File: src/rtl/adc_seq_pkg.sv
// Package: register addresses and field codes shared by the sequencer top.
// Assumes an 8-bit register address space.
package adc_seq_pkg;
    localparam int unsigned ADDR_W = 8;

    localparam logic [ADDR_W-1:0] A_CTRL    = 8'h00;
    localparam logic [ADDR_W-1:0] A_MASK    = 8'h01;
    localparam logic [ADDR_W-1:0] A_FLAGS   = 8'h02;
    localparam logic [ADDR_W-1:0] A_CH_BASE = 8'h10;

    // Field within a channel's four-word window
    typedef enum logic [1:0] {
        FLD_UPPER  = 2'd0,
        FLD_LOWER  = 2'd1,
        FLD_MARGIN = 2'd2,
        FLD_RESULT = 2'd3
    } ch_field_e;
endpackage

File: src/rtl/adc_seq_sched.sv
// Conversion scheduler: picks the lowest pending channel, issues a one-cycle
// start pulse and waits for the converter's done strobe before the next one.
// Assumes adc_done is only asserted for a conversion that was started.
module adc_seq_sched #(
    parameter int unsigned NCH = 9,
    localparam int unsigned CW = $clog2(NCH)
) (
    input  logic           clk,
    input  logic           rst_n,
    input  logic           cont_en,
    input  logic [NCH-1:0] chan_mask,
    input  logic           go,
    output logic           adc_start,
    output logic [CW-1:0]  adc_chan,
    input  logic           adc_done,
    output logic           res_valid,
    output logic [CW-1:0]  res_chan
);
    logic [NCH-1:0] pending;
    logic           busy;
    logic [NCH-1:0] cand;
    logic [CW-1:0]  sel;
    logic [NCH-1:0] sel_bit;

    // Lowest set bit of a channel vector
    function automatic logic [CW-1:0] lowest_idx(input logic [NCH-1:0] v);
        lowest_idx = '0;
        for (int i = NCH - 1; i >= 0; i--) begin
            if (v[i]) lowest_idx = CW'(i);
        end
    endfunction

    // Candidate set: rest of current pass, else a fresh pass in continuous mode
    always_comb begin
        cand    = (pending != '0) ? pending : (cont_en ? chan_mask : '0);
        sel     = lowest_idx(cand);
        sel_bit = {{(NCH-1){1'b0}}, 1'b1} << sel;
    end

    // Issue starts, track the in-flight conversion and the remaining pass
    always_ff @(posedge clk) begin
        if (!rst_n) begin
            pending   <= '0;
            busy      <= 1'b0;
            adc_start <= 1'b0;
            adc_chan  <= '0;
        end else if (!busy) begin
            if (cand != '0) begin
                adc_start <= 1'b1;
                adc_chan  <= sel;
                pending   <= cand & ~sel_bit;
                busy      <= 1'b1;
            end else if (go && !cont_en) begin
                pending <= chan_mask;
            end
        end else begin
            adc_start <= 1'b0;
            if (adc_done) busy <= 1'b0;
        end
    end

    assign res_valid = busy && adc_done;
    assign res_chan  = adc_chan;

    a_r11_start_single_pulse: assert property (@(posedge clk) disable iff (!rst_n)
        adc_start |=> !adc_start);
    a_r11_chan_in_range: assert property (@(posedge clk) disable iff (!rst_n)
        adc_start |-> (int'(adc_chan) < NCH));
    a_r11_no_start_while_busy: assert property (@(posedge clk) disable iff (!rst_n)
        (busy && !adc_done) |=> !adc_start);
    a_r5_empty_mask_idle: assert property (@(posedge clk) disable iff (!rst_n)
        (!busy && pending == '0 && chan_mask == '0) |=> !adc_start);
endmodule

File: src/rtl/adc_seq_limit.sv
// Per-channel limit checker: sets a flag when a sample leaves the window
// [lower, upper] and releases it only once the sample is back inside by the
// margin. Software clear acts unless a new sample arrives in the same cycle.
module adc_seq_limit #(
    parameter int unsigned DW = 12
) (
    input  logic          clk,
    input  logic          rst_n,
    input  logic          res_valid,
    input  logic [DW-1:0] sample,
    input  logic [DW-1:0] upper,
    input  logic [DW-1:0] lower,
    input  logic [DW-1:0] margin,
    input  logic          clr,
    output logic          flag
);
    logic          over_f, under_f;
    logic          over_n, under_n;
    logic [DW:0]   up_sum, lo_sum;

    // Extended sums so release levels never wrap
    always_comb begin
        up_sum = {1'b0, sample} + {1'b0, margin};
        lo_sum = {1'b0, lower} + {1'b0, margin};
    end

    // Next flag state: sample outcome first, software clear otherwise
    always_comb begin
        over_n  = over_f;
        under_n = under_f;
        if (res_valid) begin
            if (sample > upper)                  over_n = 1'b1;
            else if (up_sum < {1'b0, upper})     over_n = 1'b0;
            if (sample < lower)                  under_n = 1'b1;
            else if ({1'b0, sample} > lo_sum)    under_n = 1'b0;
        end else if (clr) begin
            over_n  = 1'b0;
            under_n = 1'b0;
        end
    end

    // Flag registers
    always_ff @(posedge clk) begin
        if (!rst_n) begin
            over_f  <= 1'b0;
            under_f <= 1'b0;
        end else begin
            over_f  <= over_n;
            under_f <= under_n;
        end
    end

    assign flag = over_f | under_f;

    a_r7_upper_sets: assert property (@(posedge clk) disable iff (!rst_n)
        (res_valid && sample > upper) |=> flag);
    a_r7_lower_sets: assert property (@(posedge clk) disable iff (!rst_n)
        (res_valid && sample < lower) |=> flag);
    a_r8_hold_without_sample: assert property (@(posedge clk) disable iff (!rst_n)
        (flag && !res_valid && !clr) |=> flag);
    a_r10_clear_drops: assert property (@(posedge clk) disable iff (!rst_n)
        (clr && !res_valid) |=> !flag);
endmodule

File: src/rtl/adc_seq_monitor.sv
// Top: register file (control, mask, flags, per-channel limits and results),
// the conversion scheduler and one limit checker per channel.
// Assumes NCH <= DW so the mask and flags fit in one register word.
module adc_seq_monitor
    import adc_seq_pkg::*;
#(
    parameter int unsigned NCH = 9,
    parameter int unsigned DW  = 12,
    localparam int unsigned CW = $clog2(NCH)
) (
    input  logic              clk,
    input  logic              rst_n,
    input  logic              wr_en,
    input  logic [ADDR_W-1:0] wr_addr,
    input  logic [DW-1:0]     wr_data,
    input  logic [ADDR_W-1:0] rd_addr,
    output logic [DW-1:0]     rd_data,
    output logic              adc_start,
    output logic [CW-1:0]     adc_chan,
    input  logic              adc_done,
    input  logic [DW-1:0]     adc_data,
    output logic              alert
);
    logic            cont_q;
    logic [NCH-1:0]  mask_q;
    logic [DW-1:0]   upper_q  [NCH];
    logic [DW-1:0]   lower_q  [NCH];
    logic [DW-1:0]   margin_q [NCH];
    logic [DW-1:0]   result_q [NCH];
    logic [NCH-1:0]  flags;
    logic [NCH-1:0]  clr_vec;
    logic            go;
    logic            res_valid;
    logic [CW-1:0]   res_chan;

    logic [ADDR_W-1:0] wr_off, rd_off;
    logic              wr_in_ch, rd_in_ch;
    int unsigned       wr_idx, rd_idx;
    ch_field_e         wr_fld, rd_fld;

    // Split addresses into channel index and field
    always_comb begin
        wr_off   = wr_addr - A_CH_BASE;
        rd_off   = rd_addr - A_CH_BASE;
        wr_idx   = int'(wr_off[ADDR_W-1:2]);
        rd_idx   = int'(rd_off[ADDR_W-1:2]);
        wr_fld   = ch_field_e'(wr_off[1:0]);
        rd_fld   = ch_field_e'(rd_off[1:0]);
        wr_in_ch = (wr_addr >= A_CH_BASE) && (wr_idx < NCH);
        rd_in_ch = (rd_addr >= A_CH_BASE) && (rd_idx < NCH);
        go       = wr_en && (wr_addr == A_CTRL) && wr_data[1];
        clr_vec  = (wr_en && wr_addr == A_FLAGS) ? wr_data[NCH-1:0] : '0;
    end

    // Control and mask registers
    always_ff @(posedge clk) begin
        if (!rst_n) begin
            cont_q <= 1'b0;
            mask_q <= '0;
        end else if (wr_en) begin
            if (wr_addr == A_CTRL) cont_q <= wr_data[0];
            if (wr_addr == A_MASK) mask_q <= wr_data[NCH-1:0];
        end
    end

    // Per-channel limit, margin and result registers
    always_ff @(posedge clk) begin
        if (!rst_n) begin
            for (int c = 0; c < NCH; c++) begin
                upper_q[c]  <= '1;
                lower_q[c]  <= '0;
                margin_q[c] <= '0;
                result_q[c] <= '0;
            end
        end else begin
            for (int c = 0; c < NCH; c++) begin
                if (wr_en && wr_in_ch && wr_idx == c) begin
                    case (wr_fld)
                        FLD_UPPER:  upper_q[c]  <= wr_data;
                        FLD_LOWER:  lower_q[c]  <= wr_data;
                        FLD_MARGIN: margin_q[c] <= wr_data;
                        default: ;
                    endcase
                end
                if (res_valid && int'(res_chan) == c) result_q[c] <= adc_data;
            end
        end
    end

    // Read multiplexer
    always_comb begin
        rd_data = '0;
        if (rd_addr == A_CTRL) begin
            rd_data = {{(DW-1){1'b0}}, cont_q};
        end else if (rd_addr == A_MASK) begin
            rd_data = DW'(mask_q);
        end else if (rd_addr == A_FLAGS) begin
            rd_data = DW'(flags);
        end else if (rd_in_ch) begin
            case (rd_fld)
                FLD_UPPER:  rd_data = upper_q[rd_idx];
                FLD_LOWER:  rd_data = lower_q[rd_idx];
                FLD_MARGIN: rd_data = margin_q[rd_idx];
                default:    rd_data = result_q[rd_idx];
            endcase
        end
    end

    adc_seq_sched #(.NCH(NCH)) u_sched (
        .clk       (clk),
        .rst_n     (rst_n),
        .cont_en   (cont_q),
        .chan_mask (mask_q),
        .go        (go),
        .adc_start (adc_start),
        .adc_chan  (adc_chan),
        .adc_done  (adc_done),
        .res_valid (res_valid),
        .res_chan  (res_chan)
    );

    for (genvar c = 0; c < NCH; c++) begin : g_lim
        adc_seq_limit #(.DW(DW)) u_lim (
            .clk       (clk),
            .rst_n     (rst_n),
            .res_valid (res_valid && int'(res_chan) == c),
            .sample    (adc_data),
            .upper     (upper_q[c]),
            .lower     (lower_q[c]),
            .margin    (margin_q[c]),
            .clr       (clr_vec[c]),
            .flag      (flags[c])
        );
    end

    assign alert = |flags;

    a_r6_result_captured: assert property (@(posedge clk) disable iff (!rst_n)
        res_valid |=> (result_q[$past(res_chan)] == $past(adc_data)));
    a_r9_alert_needs_flag: assert property (@(posedge clk) disable iff (!rst_n)
        alert |-> ($countones(flags) > 0));
endmodule

File: config.mk
export PLATFORM = sky130hd
export DESIGN_NAME = adc_seq_monitor
export DESIGN_NICKNAME = d
export VERILOG_FILES = /design/src/rtl/adc_seq_pkg.sv /design/src/rtl/adc_seq_sched.sv /design/src/rtl/adc_seq_limit.sv /design/src/rtl/adc_seq_monitor.sv
export SDC_FILE = /design/constraint.sdc
export NUM_CORES = 2
export LEC_CHECK = 0
export BUFFER_PORTS_ARGS = -buffer_cell sky130_fd_sc_hd__buf_4
export CAP_MARGIN = 20
export CORE_ASPECT_RATIO = 0.5
export CORE_MARGIN = 3
export CORE_UTILIZATION = 42
export CTS_BUF_LIST = sky130_fd_sc_hd__clkbuf_8
export CTS_CLUSTER_SIZE = 14
export DETAILED_ROUTE_END_ITERATION = 12
export PLACE_DENSITY_LB_ADDON = 0.15
export SLEW_MARGIN = 25
export SYNTH_ARGS = -nofsm -noshare
export SYNTH_HDL_FRONTEND = slang
export SYNTH_SLANG_ARGS = --single-unit
File: constraint.sdc
create_clock -name clk -period 6.25 [get_ports clk]
set_input_delay 1.25 -clock clk [delete_from_list [all_inputs] [get_ports clk]]
set_output_delay 1.25 -clock clk [all_outputs]
set_load 0.005 [all_outputs]
Yosys cells after proc, flatten, opt, wreduce, memory -nomap -nowiden

Memories as Yosys holds them, arrays and structs flattened.
Cells that the tools add are included.

Logic and storage cells: 482
Memories kept: 4
Output and inout port bits: 18
Bits of input ports: 44
Register bits: 43
Bits in writable memories: 432

Eq/ne operators: 42
Reductions and logical operators: 69
Shifts and indexed selects: 1
Add/sub/neg operators: 20
Order comparisons: 40
Bitwise logic cells: 49
Muxes and demuxes: 233

Memories:

| memory   | depth | bits a word | read ports | clocked after Yosys merged registers in | wr ports | RTL line              | source |
|---|---|---|---|---|---|---|---|
| lower_q  | 9     | 12          | 10         | 0                                       | 9        | adc_seq_monitor.sv:27 | `logic [DW-1:0] lower_q [NCH];` |
| margin_q | 9     | 12          | 10         | 0                                       | 9        | adc_seq_monitor.sv:28 | `logic [DW-1:0] margin_q [NCH];` |
| result_q | 9     | 12          | 1          | 0                                       | 9        | adc_seq_monitor.sv:29 | `logic [DW-1:0] result_q [NCH];` |
| upper_q  | 9     | 12          | 10         | 0                                       | 9        | adc_seq_monitor.sv:26 | `logic [DW-1:0] upper_q [NCH];` |

Operators by type and width:

| kind                                                                                | count |
|---|---|
| 12-bit 2-to-1 mux                                                                   | 40 |
| 12-bit by 12-bit adder with 13-bit output                                           | 18 |
| 1-bit 2-to-1 mux                                                                    | 178 |
| 12-bit by 13-bit > comparator with 1-bit output                                     | 9 |
| 13-bit by 12-bit < comparator with 1-bit output                                     | 9 |
| 12-bit > comparator                                                                 | 9 |
| 12-bit < comparator                                                                 | 9 |
| 3-bit != test, second input constant                                                | 18 |
| 9-bit 2-to-1 mux                                                                    | 5 |
| 1-bit bitwise OR                                                                    | 45 |
| 2-bit AND reduction                                                                 | 22 |
| 4-bit 2-to-1 mux                                                                    | 9 |
| 12-bit one-hot mux with 3 select lines                                              | 1 |
| 32-bit zero test                                                                    | 1 |
| 1-bit logical AND                                                                   | 26 |
| 6-bit by 3-bit equality test with 1-bit output, second input constant               | 4 |
| 4-bit equality test, second input constant                                          | 5 |
| 2-bit nonzero test                                                                  | 10 |
| 9-bit nonzero test                                                                  | 2 |
| 8-bit by 1-bit equality test with 1-bit output, second input constant               | 2 |
| 8-bit by 2-bit equality test with 1-bit output, second input constant               | 2 |
| 8-bit by 5-bit greater-or-equal comparator with 1-bit output, second input constant | 2 |
| 8-bit zero test                                                                     | 2 |
| 8-bit by 5-bit subtractor with 8-bit output, second input constant                  | 2 |
| 17 further kinds                                                                    | 24 |

Logic depth before layout (Yosys ltp)

Word-level depth: 15
Mapped depth: 18
Gate-level depth less buffers: 18

By module

Synthesis repeated with hierarchy kept, for this count alone.

Cells, all modules: 3705
Area total of the unflattened synthesis: 38847.3 sq um

By module, submodules not included:

| module                             | times used | cells each | area each (sq um) |
|---|---|---|---|
| adc_seq_monitor                    | 1          | 1063       | 18551.5 |
| adc_seq_limit (g_lim[5].u_lim ...) | 4          | 282        | 2140.8 |
| adc_seq_limit (g_lim[0].u_lim ...) | 3          | 281        | 2140.8 |
| adc_seq_limit (g_lim[2].u_lim)     | 1          | 278        | 2169.6 |
| adc_seq_limit (g_lim[3].u_lim)     | 1          | 269        | 2109.5 |
| adc_seq_sched                      | 1          | 124        | 1031.0 |

Worst setup path before layout

Ideal clock, no wire load.

Path type: input port to output port
Start point: in rd_addr[4]
End point: out rd_data[0]
Slack: 1061 ps
Data arrival time: 3939 ps
Stages on the path: 12
Path through: clkbuf_1 clkinv_1 clkbuf_1 buf_1 ha_1 clkbuf_1 clkbuf_1 clkbuf_1 nor2_1 a221oi_1 o21ai_0 a22oi_1

Word-level cells in the longest chain between the ends: 7

RTL lines:

| item                                                                               | RTL line                                      | source |
|---|---|---|
| start: declaration                                                                 | adc_seq_monitor.sv:16                         | `input logic [ADDR_W-1:0] rd_addr,` |
| 8-bit by 5-bit subtractor with 8-bit output                                        | adc_seq_monitor.sv:44                         | `rd_off = rd_addr - A_CH_BASE;` |
| memory read 9 x 12 bit (tied with other cells)                                     | --                                            |  |
| 12-bit one-hot mux with 3 select lines / 1-bit logical AND (equally long branches) | adc_seq_monitor.sv:100, adc_seq_monitor.sv:50 |  |
| 12-bit 2-to-1 mux                                                                  | adc_seq_monitor.sv:99                         | `end else if (rd_in_ch) begin` |
| 12-bit 2-to-1 mux                                                                  | adc_seq_monitor.sv:97                         | `end else if (rd_addr == A_FLAGS) begin` |
| 12-bit 2-to-1 mux                                                                  | adc_seq_monitor.sv:95                         | `end else if (rd_addr == A_MASK) begin` |
| 12-bit 2-to-1 mux *                                                                | adc_seq_monitor.sv:93                         | `if (rd_addr == A_CTRL) begin` |
| end: declaration                                                                   | adc_seq_monitor.sv:17                         | `output logic [DW-1:0] rd_data,` |

Mark *: on every way between the ends. The rest lies on a longest branch, timed or not.

Worst setup path after layout

Start point: in rd_addr[4]
End point: out rd_data[2]

Same word-level chain as after synthesis.

==> metrics.md <==
| Metric | Value |
|---|---|
| Status | finished clean |
| Pin count of the biggest net entering global routing | 53 |
| Max Cap Violations | 0 |
| Core Util, Final | a little under half |
| Worst EP required | roughly 5000 ps |
| Post-Synthesis Cells | 3,632 |
| Post-route ant nets | 0 |
| Biggest area consumer among synthesized cells | edfxtp_1 |
| Total GRT Usage | a little under a third |
| Final Critical Period | around 5300 ps |
| Critical Path Sink | rd_data[2] |
| Post-cts gate resize count | 0 |
| Final setup violation count | 0 |
| Clk buf depth | 3 |
| Crit start category | input pin |
| Most frequent cell after synthesis | ha_1 |
| Worst slew margin | 22.5% |
| 1st-iter DRT viols | ~3,600 |
| R2R cell count | 16 |
| First-pass GRT wire length | 211,000 um |
| Flop pwr share | ~40% |
| Area Growth Syn to Fin | 9.77% |
| TNS Setup | 0 ps |
| Overflow after GRT | 0 |
| Vias | roughly 32,000 |
| WL final | 150,000 um |
| Synthesized Nets | roughly 4,300 |
| Power per Cell Area | between 200 and 250 nW/um2 |
| I/O pins | between 60 and 70 |
| DP Worst Slack | around 830 ps |
| Post-CTS setup buffer count | 0 |
| Sw Ratio | 35.1% |
| NetSw | 3.38 mW |
| Yosys reg bits | about 480 |
| Vias in the first global route | 29,700 |
| Ys flop type | edfxtp_1 |
| Initial antenna violation count | 13 |
| Synth unique cells | 82 |
| Area contributors post-synth | edfxtp_1, ha_1, mux4_2, inv_1, a21oi_1 |
| Post-DP HPWL | between 100,000 and 150,000 um |
| Setup slack, reg-to-reg | 1680 ps |
| PortBufs | between 60 and 70 |
| H-tree depth | 3 |
| Clk slew on worst S/H paths | about 60 ps |
| Final Hold Violating Endpoints | 0 |
| Clk network pwr share | ~29% |
| Synth Warn # | 0 |
| CTS Buf Count | 74 |
| DRC | 0 |
| Commonest cells post-synth | ha_1, edfxtp_1, inv_1 |
| Clk_skew | between 40 and 50 ps |
| WS Path Type | input pin to output port |
| Core box area | 88,900 um2 |
| Final worst setup slack | 920 ps |
| Logic gate share of total power | 30.2% |
| TritonCTS Sinks | between 400 and 500 |
| Leak | about 18 nW |
| Post-CTS Hold Buffers | 0 |
| First-pass DRT Iterations | 6 |
| RSZ-0062 raised after global routing | false |
| Overall Power | ~9.6 mW |
| DP Area | 40,200 um2 |
| FF-to-FF Start | margin_q[8][1] |
| Reg2reg end | g_lim[8].u_lim.under_f |
| Max IR drop VDD | around 0.13 mV |
| Die area | roughly 94,000 um2 |
| Final #Nets | 4,456 |
| Kind of end point of the critical path | output port |
| Vias/cell | approximately 6.3 |
| Period Utilization, post-route | between 80 and 90% |
| Seq/Total Area, Yosys | between 30% and 40% |
| Gpl congestion | between 1 and 1.5 |
| Least-Margin Pin Slew | 1160 ps |
| Hold/Removal Path Class | flop to flop |
| Fin. max-slew vios | 0 |
| Hold Crit Start | g_lim[0].u_lim.over_f |
| Post-Syn Area | 37,900 um2 |
| Clock latency on the worst-skew pair | 750 ps |
| Critical path arrival | slightly above 4000 ps |
| Die height | roughly 220 um |
| Row count | just under 80 |
| Ys async rst share | 0% |
| Fmax | between 150 and 200 MHz |
| Routed len/inst | 29.9 um |
| Root Buffer | clkbuf_8 |
| CTS tree | built |
| CP startpoint | rd_addr[4] |
| Synth top area share | between 30% and 40% |
| Synth Area per Inst | 10.4 um2 |
| Post-route design area | ~42,000 um2 |
| Post-synth EDFFs | approximately 430 |
| Layout cell share with drive strength beyond 1 | about a tenth |
| Worst-path maximum fanout | 36 |
| Die width | about 430 um |
| Starting density of the core | around 43% |
| Internal power | roughly 6.2 mW |
[logic make-up (layout without fill, tap and decap cells)]
group | Yosys count | in the layout | synth area share, %
AO/OA/AOI/OAI | 887 | 887 | 15.2
multiplexers | 120 | 120 | 6.36
XOR/XNOR | 163 | 163 | 3.76
AND/OR/NAND/NOR | 977 | 977 | 12.7
other | 0 | 10 | 0
adder cells (fa/ha/maj) | 651 | 651 | 21.8
buffers and inverters | 359 | 547 | 3.68
flip-flops | 475 | 475 | 36.5
[final cells by class]
cell class / count / area (um2)
fill: 8287 / 47300
multi-input combinational: 2798 / 22800
sequential: 475 / 13800
tap: 1185 / 1480
inverter: 284 / 1070
clock buffer: 75 / 1030
timing repair buffer: 128 / 1010
clock inverter: 60 / 435
antenna: 10 / 25.0
[routing by layer]
layer / part of all wire [%] / GRT usage (%) / vias to the layer above
li1: - / - / 14100
met3: 12 / 9.58 / 216
met2: 40 / 44.3 / 1581
met4: 3.3 / 9.89 / 4
met1: 45 / 45.9 / 15600
met5: 0.017 / 0 / -
[cell usage in the layout (no fill, tap or decap), types with 67 or more instances in the layout]
cell / netlist / final
xnor2_1: 96 / 96
nor2_1: 254 / 254
inv_1: 282 / 308
o21ai_0: 208 / 181
nand2_1: 218 / 218
ha_1: 633 / 632
edfxtp_1: 432 / 432
nor2b_1: 92 / 92
buf_4: 9 / 123
nor3_1: 89 / 89
a21o_1: 84 / 84
a21oi_1: 208 / 208
xor2_1: 67 / 67
clkbuf_8: 0 / 75
mux4_2: 97 / 97
nand3_1: 72 / 72
[state kept, by name, summed over array words and instances, names as in the netlist]
register and count:
lower_q 108, g_lim.u_lim.under_f 9, cont_q 1, mask_q 9
upper_q 108, u_sched.adc_start 1, margin_q 108, g_lim.u_lim.over_f 9
u_sched.busy 1, u_sched.pending 9, u_sched.adc_chan 4, result_q 108
[stage by stage]
stage | cells | hold WS [ps]
floorplan | 3632 | 440
global placement | 4870 | 473
detailed placement | 4870 | 483
CTS | 5005 | 490
global route | 5006 | 523
finish | 5015 | 492
[power groups by stage]
stage	Sequential, mW	Combinational (mW)	Clock, mW
finish	3.91	2.90	2.80
global route	3.91	3.22	2.96
CTS	3.89	2.87	2.81
detailed placement	3.96	2.85	0
global placement	3.96	2.79	0
floorplan	3.81	1.99	0
[worst max-delay path: stages]
cell and delay, ps:
buf_4 410, inv_2 70, ha_2 810, nor2b_1 500
a31oi_1 320, o21a_1 280, a221o_1 270, buf_4 140
[worst min path at each step]
stage               cells after the start  slack, ps                      to
finish                                  2        490   g_lim[0].u_lim.over_f
global route                            2        520  g_lim[1].u_lim.under_f
CTS                                     2        490   g_lim[0].u_lim.over_f
detailed placement                      2        480  g_lim[1].u_lim.under_f
global placement                        2        470   g_lim[0].u_lim.over_f
floorplan                               2        440   g_lim[1].u_lim.over_f
Power figures use the tool's default switching activity.
